[src/rtl/useq_core.sv]
`timescale 1ns/1ps
module useq_core #(
  parameter int AW      = 16,
  parameter int DW      = 8,
  parameter int N_STEPS = 10
) (
  input  logic          clk,
  input  logic          rst_n,
  output logic [AW-1:0] mem_addr,
  output logic [DW-1:0] mem_wdata,
  output logic          mem_we,
  output logic          mem_re,
  input  logic [DW-1:0] mem_rdata,
  output logic          zero_flag,
  output logic          halted
);
  localparam int SW = $clog2(N_STEPS);
  localparam logic [SW-1:0] LAST_STEP = SW'(N_STEPS - 1);

  localparam logic [DW-1:0] OP_LDPAIR = 8'h21;
  localparam logic [DW-1:0] OP_INCM   = 8'h34;
  localparam logic [DW-1:0] OP_DECM   = 8'h35;
  localparam logic [DW-1:0] OP_STIMM  = 8'h36;
  localparam logic [DW-1:0] OP_HALT   = 8'h76;

  typedef enum logic [3:0] {
    U_NONE, U_AB_PAIR, U_VB_LOAD, U_VB_INC, U_VB_DEC,
    U_FLAGS, U_LO_LOAD, U_HI_LOAD, U_HALT
  } uop_e;

  typedef enum logic [2:0] {
    Q_NONE, Q_RD_PC, Q_RD_AB, Q_WR_AB, Q_FETCH
  } req_e;

  typedef struct packed {
    uop_e uop;
    req_e req;
  } ustep_t;

  function automatic ustep_t ucode(input logic [DW-1:0] op, input logic [SW-1:0] st);
    ustep_t s;
    s = '{uop: U_NONE, req: Q_FETCH};
    case (op)
      OP_INCM, OP_DECM: begin
        case (st)
          SW'(0): s = '{uop: U_AB_PAIR, req: Q_RD_AB};
          SW'(1): s = '{uop: U_VB_LOAD, req: Q_NONE};
          SW'(2): s = '{uop: (op == OP_INCM) ? U_VB_INC : U_VB_DEC, req: Q_NONE};
          SW'(3): s = '{uop: U_FLAGS,   req: Q_WR_AB};
          default: ;
        endcase
      end
      OP_LDPAIR: begin
        case (st)
          SW'(0): s = '{uop: U_NONE,    req: Q_RD_PC};
          SW'(1): s = '{uop: U_LO_LOAD, req: Q_RD_PC};
          SW'(2): s = '{uop: U_HI_LOAD, req: Q_FETCH};
          default: ;
        endcase
      end
      OP_STIMM: begin
        case (st)
          SW'(0): s = '{uop: U_AB_PAIR, req: Q_RD_PC};
          SW'(1): s = '{uop: U_VB_LOAD, req: Q_WR_AB};
          default: ;
        endcase
      end
      OP_HALT: if (st == SW'(0)) s = '{uop: U_HALT, req: Q_NONE};
      default: ;
    endcase
    return s;
  endfunction

  logic [AW-1:0] pc, pair, ab, ab_d;
  logic [DW-1:0] vb, vb_d, ir, op_now;
  logic [SW-1:0] step;
  logic          new_op, booted, halt_q, zf;
  ustep_t        cur;

  assign op_now = new_op ? mem_rdata : ir;

  always_comb begin
    if (!booted)     cur = '{uop: U_NONE, req: Q_FETCH};
    else if (halt_q) cur = '{uop: U_NONE, req: Q_NONE};
    else             cur = ucode(op_now, step);
  end

  assign ab_d = (cur.uop == U_AB_PAIR) ? pair : ab;

  always_comb begin
    case (cur.uop)
      U_VB_LOAD: vb_d = mem_rdata;
      U_VB_INC:  vb_d = vb + 1'b1;
      U_VB_DEC:  vb_d = vb - 1'b1;
      default:   vb_d = vb;
    endcase
  end

  assign mem_re    = (cur.req == Q_RD_PC) || (cur.req == Q_RD_AB) || (cur.req == Q_FETCH);
  assign mem_we    = (cur.req == Q_WR_AB);
  assign mem_addr  = ((cur.req == Q_RD_AB) || (cur.req == Q_WR_AB)) ? ab_d : pc;
  assign mem_wdata = vb_d;
  assign zero_flag = zf;
  assign halted    = halt_q;

  always_ff @(posedge clk or negedge rst_n) begin
    if (!rst_n) begin
      pc     <= '0;
      pair   <= '0;
      ab     <= '0;
      vb     <= '0;
      ir     <= '0;
      step   <= '0;
      new_op <= 1'b0;
      booted <= 1'b0;
      halt_q <= 1'b0;
      zf     <= 1'b0;
    end else begin
      booted <= 1'b1;
      ab     <= ab_d;
      vb     <= vb_d;
      if (new_op) ir <= mem_rdata;
      if ((cur.req == Q_RD_PC) || (cur.req == Q_FETCH)) pc <= pc + 1'b1;
      if (cur.uop == U_LO_LOAD) pair[DW-1:0]  <= mem_rdata;
      if (cur.uop == U_HI_LOAD) pair[AW-1:DW] <= mem_rdata;
      if (cur.uop == U_FLAGS)   zf <= (vb == '0);
      if (cur.uop == U_HALT)    halt_q <= 1'b1;
      new_op <= (cur.req == Q_FETCH);
      if (cur.req == Q_FETCH)       step <= '0;
      else if (cur.uop == U_HALT)   step <= step;
      else if (step != LAST_STEP)   step <= step + 1'b1;
    end
  end
endmodule

[config.mk]
export PLATFORM = sky130hd
export DESIGN_NAME = useq_core
export DESIGN_NICKNAME = d
export VERILOG_FILES = /design/src/rtl/useq_core.sv
export SDC_FILE = /design/constraint.sdc
export NUM_CORES = 1
export LEC_CHECK = 0
export BUFFER_PORTS_ARGS = -buffer_cell sky130_fd_sc_hd__buf_4
export CAP_MARGIN = 20
export CORE_ASPECT_RATIO = 1.2
export CORE_MARGIN = 2
export CORE_UTILIZATION = 50
export CTS_CLUSTER_DIAMETER = 50
export DETAILED_ROUTE_END_ITERATION = 8
export HOLD_SLACK_MARGIN = 0.03
export PLACE_DENSITY_LB_ADDON = 0.08
export RECOVER_POWER = 100
export SYNTH_ARGS = -nofsm -noshare
export SYNTH_HDL_FRONTEND = slang
export SYNTH_SLANG_ARGS = --single-unit
[constraint.sdc]
create_clock -name clk -period 5.2 [get_ports clk]
set_input_delay 0.26 -clock clk [delete_from_list [all_inputs] [get_ports clk]]
set_output_delay 0.26 -clock clk [all_outputs]
set_load 0.01 [all_outputs]
# After elaboration in Yosys (flattened, before gate mapping)

Index checks and enable logic that the tools add are counted.

Reductions and logical operators: 9
Add/sub/neg operators: 4
Muxes and demuxes: 15
Equality and inequality tests: 22

Operators with widths:

| kind                  | number |
|---|---|
| $eq 8x6->1 const B    | 4 |
| $mux 16               | 2 |
| $pmux 7 s4            | 1 |
| $pmux 6 s4            | 1 |
| $pmux 8 s3            | 1 |
| $mux 7                | 3 |
| $pmux 6 s3            | 1 |
| $add 16x1->16 const B | 1 |
| $eq 4x2->1 const B    | 4 |
| $eq 4x3->1 const B    | 4 |
| $mux 4                | 3 |
| $pmux 5 s2            | 1 |
| $add 8x1->8 const B   | 1 |
| $eq 4x1->1 const B    | 2 |
| $eq 8x7->1 const B    | 1 |
| $logic_not 8->1       | 1 |
| $mux 8                | 1 |
| $sub 8x1->8 const B   | 1 |
| $eq 3x2->1 const B    | 2 |
| $add 4x1->4 const B   | 1 |
| $eq 4x4->1 const B    | 1 |
| $logic_not 4->1       | 1 |
| $logic_or 1x1->1      | 4 |
| $ne 4x4->1 const B    | 1 |
| other kinds (7)       | 7 |

Flip-flop bits (word level): 72
Input port bits: 10
Word-level logic and storage cells: 61

# Depth between registers and ports, before layout

Gate-level depths: netlist of run 1.

Word-level depth: 10
Depth in mapped cells: 16

# Worst setup path before layout of run 1

No wires, ideal clock.

Kind: reg2out
From: register new_op
To: output mem_wdata[7]
Arrival: 3.782 ns
Stages on the path, launching flop included: 15
Required time: 4.940 ns
Setup slack: 1.158 ns
Cell sequence: dfrtp_1 -> or3b_1 -> a222oi_1 -> nand2_1 -> o22ai_1 -> o2111a_1 -> ha_1 -> a21o_1 -> a21oi_1 -> o21bai_1 -> a21oi_1 -> o21a_1 -> and4b_1 -> a21oi_1 -> o211ai_1

Cells in the longest elaborated chain, start to end: 9
Elaborated cells on any way between the ends: 16
Classes of those cells: eq/ne (8); mux (7); reduce/logical (1)

RTL lines:

| what                                     | RTL line | source |
|---|---|---|
| start: declaration                       | 77       | `logic new_op, booted, halt_q, zf;` |
| start signal: assignment                 | 128      | `new_op <= (cur.req == Q_FETCH);` |
| $mux 8 *                                 | n/a      |  |
| $eq 8x6->1                               | 43, 48   |  |
| $mux 3                                   | 48       | `SW'(2): s = '{uop: (op == OP_INCM) ? U_VB_INC : U_VB_DEC, req: Q_NONE};` |
| $pmux 6 s4                               | 45       | `case (st)` |
| $pmux 7 s4 *                             | 43       | `case (op)` |
| $mux 7 *                                 | 84       | `else if (halt_q) cur = '{uop: U_NONE, req: Q_NONE};` |
| $mux 7 *                                 | 83       | `if (!booted) cur = '{uop: U_NONE, req: Q_FETCH};` |
| $eq 4x3->1 or $eq 4x2->1 (tied branches) | 91       | `case (cur.uop)` |
| $pmux 8 s3 *                             | 91       |  |
| end: declaration                         | 10       | `output logic [DW-1:0] mem_wdata,` |

Every way passes the cells marked *; elsewhere a longest branch is shown, timed or not.

# Worst setup path in the final report of run 1

Same ends and word-level chain as after synthesis.

==> metrics.md, run 1 <==
| Metric | Value |
|---|---|
| Most used flip-flop cell after synthesis | dfrtp_1 |
| Die W | 85.2 um |
| Critical Path RT | 4940 ps |
| Post-synth ARST share | 100% |
| Share of cells above drive strength 1 | 19.8% |
| CTS tree | yes |
| CP Cell Sequence | or3b_1, a222oi_1, buf_4, nand3_1, a32o_1, o2111a_2, ha_1, a21o_1, a21oi_1, o21bai_1, a21oi_1, o21a_1, and4b_1, a21oi_1, o211ai_1, clkbuf_1 |
| Critical-path maximum fanout | 24 |
| LEAKAGE | 2.11 nW |
| Slowest-stage cell, CP | dfrtp_2 |
| Worst Hold Class | input port to register |
| Crit path launch type | register |
| Hold path cells | 2 |
| Die area | 8640 sq um |
| Finish-stage setup viols | 0 |
| Max clock buf depth | 2 |
| Final Hold Fails | 0 |
| Rel. slew slack | -157% |
| DP Area | 4330 sq um |
| Top cell by count, worst path | a21oi_1 |
| Clock skew | 17.7 ps |
| Core Util, Final | 57.2% |
| Initial drt markers | 108 |
| CP top delay family | compound AO/OA/AOI/OAI gates |
| Grt ovf | 0 |
| Unrepaired setup endpoints after global routing | false |
| TritonCTS Sinks | 72 |
| Largest net degree at the start of global routing | 73 |
| Core ar. | 7660 sq um |
| WL per Instance | 17.3 um |
| Filler cell count | 683 |
| # rows | 35 |
| Outcome | finished, violations left |
| FF-to-FF path depth | 15 |
| WP buf/inv | 2 |
| H-Tree Depth | 3 |
| Ant diodes | 0 |
| Max-cap viol count | 1 |
| Worst path max stage delay | 560 ps |
| Initial antenna violation count | 0 |
| CTS Hold Buffers Added | 0 |
| Reg2reg end | vb[7] |
| Vias | 2920 |
| Synth top area cells | dfrtp_1 (46%), mux2_2 (12%), mux2_4 (3.8%) |
| Power Density | 286 nW/um^2 |
| Post-synth top area share | 45.5% |
| CTS Buf Count | 9 |
| WP data arrival | 4530 ps |
| Synth cell types | 58 |
| Hold EP | pair[15] |
| Final min period | 4790 ps |
| Layout net count | 426 |
| GRT Util Overall | 21.8% |
| Clock group share of total power | 33.2% |
| Sequential share of power | 51.9% |
| IO Pins | 38 |
| Worst-skew pair later-pin latency | 350 ps |
| Pins Over Slew Limit | 73 |
| Fmax | 0.209 GHz |
| Synth top cells by count | dfrtp_1 (72), mux2_2 (41), nand2_1 (36) |
| Worst-margin pin slew | 3850 ps |
| Via count of the first global-routing pass | 2966 |
| Critical R2R Launch | new_op |
| Min-delay src | mem_rdata[7] |
| Initial core utilization | 51.6% |
| Vias/cell | 5.83 |
| Crit. Startpoint | new_op |
| Critical path type | register to output pin |
| Period Utilization, post-route | 92.1% |
| Post-route setup TNS | 0 ps |
| Placer Congestion | 0.831 |
| Port bufs | 37 |
| Post-Synthesis Net Count | 381 |
| Post-Syn Area | 3960 sq um |
| Worst Setup End Kind | output pin |
| VDD IR max | 0.000289 V |
| Final Cell Area | 4390 sq um |
| Avg Cell Area, Syn | 11.0 sq um |
| Clock Pin Slew Worst Setup and Hold Paths | 90 ps |
| HPWL after DPL | 6130 um |
| Drt drc | 0 |
| Violated checks | max-capacitance violations, max-slew violations |
| Comb power frac | 14.9% |
| Final wirelength | 8650 um |
| Drt pass-1 iters | 4 |
| Worst path depth | 16 |
| NetSw | 389 uW |
| Leading area contributor after synthesis | dfrtp_1 |
| Most common cell in the netlist | dfrtp_1 |
| Post-synth EDFFs | 0 |
| Synth Register Bits | 72 |
| Synth warnings | 0 |
| P&R area growth vs syn | 10.9% |
| Seq/Total Area, Yosys | 45.5% |
| Clk root buf | clkbuf_8 |
| Sw frac | 31.0% |
| Pint | 865 uW |
| Global-route wire length before repair | 14700 um |
| Final ANT Viol Nets | 0 |
| Mapped Cells | 359 |
| Die Y | 101 um |
| Flop2flop setup slack | 1030 ps |
## cell usage in the layout, fill, tap and decap left out, types with 6 or more instances in the layout
| cell | instances |
|---|---|
| inv_1 | 6 |
| a21oi_1 | 13 |
| ha_1 | 11 |
| nor2_1 | 19 |
| mux2_1 | 17 |
| nor3_1 | 7 |
| xor2_1 | 15 |
| nand2_1 | 36 |
| buf_4 | 15 |
| xnor2_1 | 8 |
| o21ai_0 | 10 |
| mux2_2 | 39 |
| a22oi_1 | 10 |
| nand3b_1 | 6 |
| clkbuf_1 | 29 |
| clkbuf_8 | 9 |
| nand3_1 | 16 |
| dfrtp_1 | 71 |
## kinds of logic (layout without fill, tap and decap cells)
| logic type | after synthesis | count (layout) | share of synthesized area, % |
|---|---|---|---|
| AND/OR/NAND/NOR | 120 | 120 | 15.9 |
| flip-flops | 72 | 72 | 45.5 |
| multiplexers | 60 | 60 | 17.9 |
| AO/OA/AOI/OAI | 55 | 55 | 9.61 |
| XOR/XNOR | 23 | 23 | 5.09 |
| buffers and inverters | 16 | 66 | 1.87 |
| adder cells (fa/ha/maj) | 12 | 12 | 3.98 |
| other | 1 | 1 | 0.0948 |
## cell type report
class | instances | area, sq um | share of cell area (%)
Clock buffer | 9 | 124 | 2.82
Clock inverter | 7 | 60.1 | 1.37
Inverter | 6 | 22.5 | 0.513
Multi-Input combinational cell | 271 | 2040 | 46.5
Sequential cell | 72 | 1800 | 41.1
Tap cell | 92 | 115 | 2.62
Timing Repair Buffer | 44 | 221 | 5.05
## routing by layer
layer  GRT usage (%)  wire [um]  vias up
met3            4.81        295       20
met1            28.0       3980     1443
met5               0          0        -
met2            36.5       4210       56
li1                -          -     1401
met4            7.57        164        0
## how the worst max path moves through the flow
| stage | to | slack, ps |
|---|---|---|
| 6_report | mem_wdata[7] | 410 |
| 5_1_grt | mem_wdata[7] | 40 |
| 4_1_cts | mem_wdata[7] | 120 |
| 3_5_place_dp | mem_wdata[7] | 520 |
| 3_3_place_gp | mem_wdata[7] | 620 |
| 2_1_floorplan | mem_wdata[7] | 1160 |
## registers in the layout, summed over array words and instances (netlist names)
signal     cells
halted         1
pair          16
ab            16
ir             8
booted         1
zero_flag      1
new_op         1
vb             8
pc            16
step           4
## metrics by stage
stage | setup slack (ps) | total power, mW | hold slack [ps] | std cells
after floorplan | 1160 | 0.777 | -35.6 | 359
after global placement | 619 | 0.872 | 447 | 482
after detailed placement | 520 | 0.878 | 452 | 482
after CTS | 116 | 1.30 | 59.8 | 498
after global routing | 36.9 | 1.32 | 190 | 501
final | 410 | 1.25 | 196 | 501
## what timing repair did
| item | CTS | global route |
|---|---|---|
| setup buffers | 0 | 3 |
| endpoints found under the setup margin | 0 | 3 |
| gates resized for setup | 0 | 2 |
## power groups by stage
| stage | clock [mW] | sequential, mW | combinational, mW |
|---|---|---|---|
| CTS | 0.434 | 0.650 | 0.218 |
| global route | 0.455 | 0.658 | 0.209 |
| floorplan | 0 | 0.638 | 0.139 |
| detailed placement | 0 | 0.662 | 0.217 |
| finish | 0.416 | 0.651 | 0.187 |
| global placement | 0 | 0.661 | 0.212 |
(Power assumes the default switching activity.)
==> inputs of run 2 (changes only) <==
--- a/config.mk
+++ b/config.mk
@@ -7,6 +7,8 @@
 export LEC_CHECK = 0
 export BUFFER_PORTS_ARGS = -buffer_cell sky130_fd_sc_hd__buf_4
 export CAP_MARGIN = 20
+export CELL_PAD_IN_SITES_DETAIL_PLACEMENT = 1
+export CELL_PAD_IN_SITES_GLOBAL_PLACEMENT = 1
 export CORE_ASPECT_RATIO = 1.2
 export CORE_MARGIN = 2
 export CORE_UTILIZATION = 50
==> constraint.sdc (replaced) <==
create_clock -name clk -period 6 [get_ports clk]
set_input_delay 0.3 -clock clk [delete_from_list [all_inputs] [get_ports clk]]
set_output_delay 0.3 -clock clk [all_outputs]
set_load 0.01 [all_outputs]
==> metrics.md, run 2 (synthesized netlist as in run 1, its figures left out) <==
| Metric | Value |
|---|---|
| Outcome | finished, violations left |
| Violated checks | max-capacitance violations, max-slew violations |
| CP Cell Sequence | or3b_1, a222oi_1, nand2_1, o22ai_1, o2111a_1, ha_1, a21o_1, a21oi_1, o21bai_1, a21oi_1, o21a_1, and4b_1, a21oi_1, o211ai_1, clkbuf_4 |
| Critical Path RT | 5700 ps |
| Clk root buf | clkbuf_8 |
| Fmax | 0.182 GHz |
| Layout net count | 420 |
| Final min period | 5500 ps |
| Top cell by count, worst path | a21oi_1 |
| WL per Instance | 19.7 um |
| Via count of the first global-routing pass | 3158 |
| WP data arrival | 5200 ps |
| IO Pins | 38 |
| CTS Hold Buffers Added | 0 |
| NetSw | 332 uW |
| Crit path launch type | register |
| Finish-stage setup viols | 0 |
| Resize count post-CTS | 0 |
| Die W | 85.2 um |
| Core Util, Final | 56.8% |
| WP buf/inv | 1 |
| Post-route setup TNS | 0 ps |
| DP Area | 4310 sq um |
| Setup Buffers After CTS | 0 |
| Filler cell count | 849 |
| Pins Over Slew Limit | 73 |
| Pint | 787 uW |
| Ant diodes | 0 |
| Worst path max stage delay | 830 ps |
| Critical-path maximum fanout | 24 |
| Most frequent cells in the layout | dfrtp_1 (72), mux2_2 (39), nand2_1 (36), clkbuf_1 (30), nor2_1 (19) |
| P&R area growth vs syn | 10.1% |
| Port bufs | 37 |
| Global-route wire length before repair | 16200 um |
| VDD IR max | 0.000180 V |
| CP top delay family | compound AO/OA/AOI/OAI gates |
| Sequential share of power | 50.6% |
| Min Hold Slack | 239 ps |
| Top Registers | ab x16, pair x16, pc x16 |
| Core ar. | 7660 sq um |
| Initial core utilization | 51.6% |
| Worst Hold Class | input port to register |
| H-Tree Depth | 3 |
| Placer Congestion | 0.856 |
| Period Utilization, post-route | 91.7% |
| Clock skew | 13.2 ps |
| Rel. slew slack | -156% |
| Comb power frac | 14.7% |
| # rows | 35 |
| Share of cells above drive strength 1 | 18.1% |
| Commonest non-fill, non-tap cell in the layout | dfrtp_1 |
| Slowest-stage cell, CP | a222oi_1 |
| Worst-skew pair later-pin latency | 360 ps |
| Clock Pin Slew Worst Setup and Hold Paths | 80 ps |
| Largest net degree at the start of global routing | 73 |
| Final ANT Viol Nets | 0 |
| Critical path type | register to output pin |
| Drt drc | 0 |
| Final Cell Area | 4360 sq um |
| Die Y | 101 um |
| TritonCTS Sinks | 72 |
| Final Hold Fails | 0 |
| Grt ovf | 0 |
| Max-cap viol count | 1 |
| Worst-margin pin slew | 3840 ps |
| Unrepaired setup endpoints after global routing | false |
| HPWL after DPL | 7030 um |
| LEAKAGE | 2.09 nW |
| GRT Util Overall | 24.3% |
| Final wirelength | 9740 um |
| CTS tree | yes |
| Vias | 2976 |
| Initial antenna violation count | 0 |
| Drt pass-1 iters | 4 |
| Sw frac | 29.7% |
| Power Density | 257 nW/um^2 |
| Worst Setup End Kind | output pin |
| Initial drt markers | 90 |
| Clock group share of total power | 34.7% |
| Die area | 8640 sq um |
| Max clock buf depth | 2 |
| Vias/cell | 6.01 |
| CTS Buf Count | 9 |
[run 2: area by class of cell]
| class | instances | area, sq um | area share (%) |
|---|---|---|---|
| well taps | 92 | 115 | 2.64 |
| repair buffers | 38 | 176 | 4.05 |
| inverters | 6 | 22.5 | 0.517 |
| clock buffers | 10 | 128 | 2.93 |
| multi-input cells | 271 | 2040 | 46.9 |
| clock inverters | 6 | 70.1 | 1.61 |
| flip-flops and latches | 72 | 1800 | 41.4 |
[run 2: worst paths after layout]
kind | from | end | slack [ps] | cells after the start
min in group asynchronous | rst_n | pc[2] | 1270 | 1
max in group asynchronous | rst_n | vb[6] | 2590 | 1
worst max register to register | new_op | vb[7] | 1190 | 14
worst max-delay path | new_op | mem_wdata[7] | 500 | 15
worst min register to register | pc[15] | pc[15] | 480 | 1
worst min-delay path | mem_rdata[7] | pair[15] | 240 | 2
[run 2: per-stage QoR]
step | total power, mW | worst slack [ps] | std cells
CTS | 1.15 | 523 | 495
finish | 1.12 | 495 | 495
global route | 1.18 | 23.7 | 495
detailed placement | 0.765 | 929 | 479
global placement | 0.757 | 1060 | 479
floorplan | 0.673 | 1920 | 359
[run 2: power groups by stage]
stage	clock, mW	combinational (mW)	sequential [mW]
after floorplan	0	0.121	0.553
after global placement	0	0.184	0.572
after detailed placement	0	0.190	0.575
after CTS	0.395	0.192	0.566
after global routing	0.418	0.185	0.573
final	0.388	0.165	0.566
[run 2: routing by layer]
layer	vias to the layer above	part of all wire, %	GRT usage (%)
met2	45	51	41.0
met4	0	2.7	9.89
met1	1519	44	30.3
li1	1388	-	-
met3	24	2.6	5.38
met5	-	0	0
[run 2: worst register-to-register path, stage by stage (launching register included)]
cell	delay, ps
dfrtp_1	640
or3b_1	540
a222oi_1	830
nand2_1	160
o22ai_1	300
o2111a_1	530
ha_1	320
a21o_1	160
a21oi_1	210
o21bai_1	90
a21oi_1	230
o21a_1	230
and4b_1	210
a21oi_1	120
o211ai_1	120
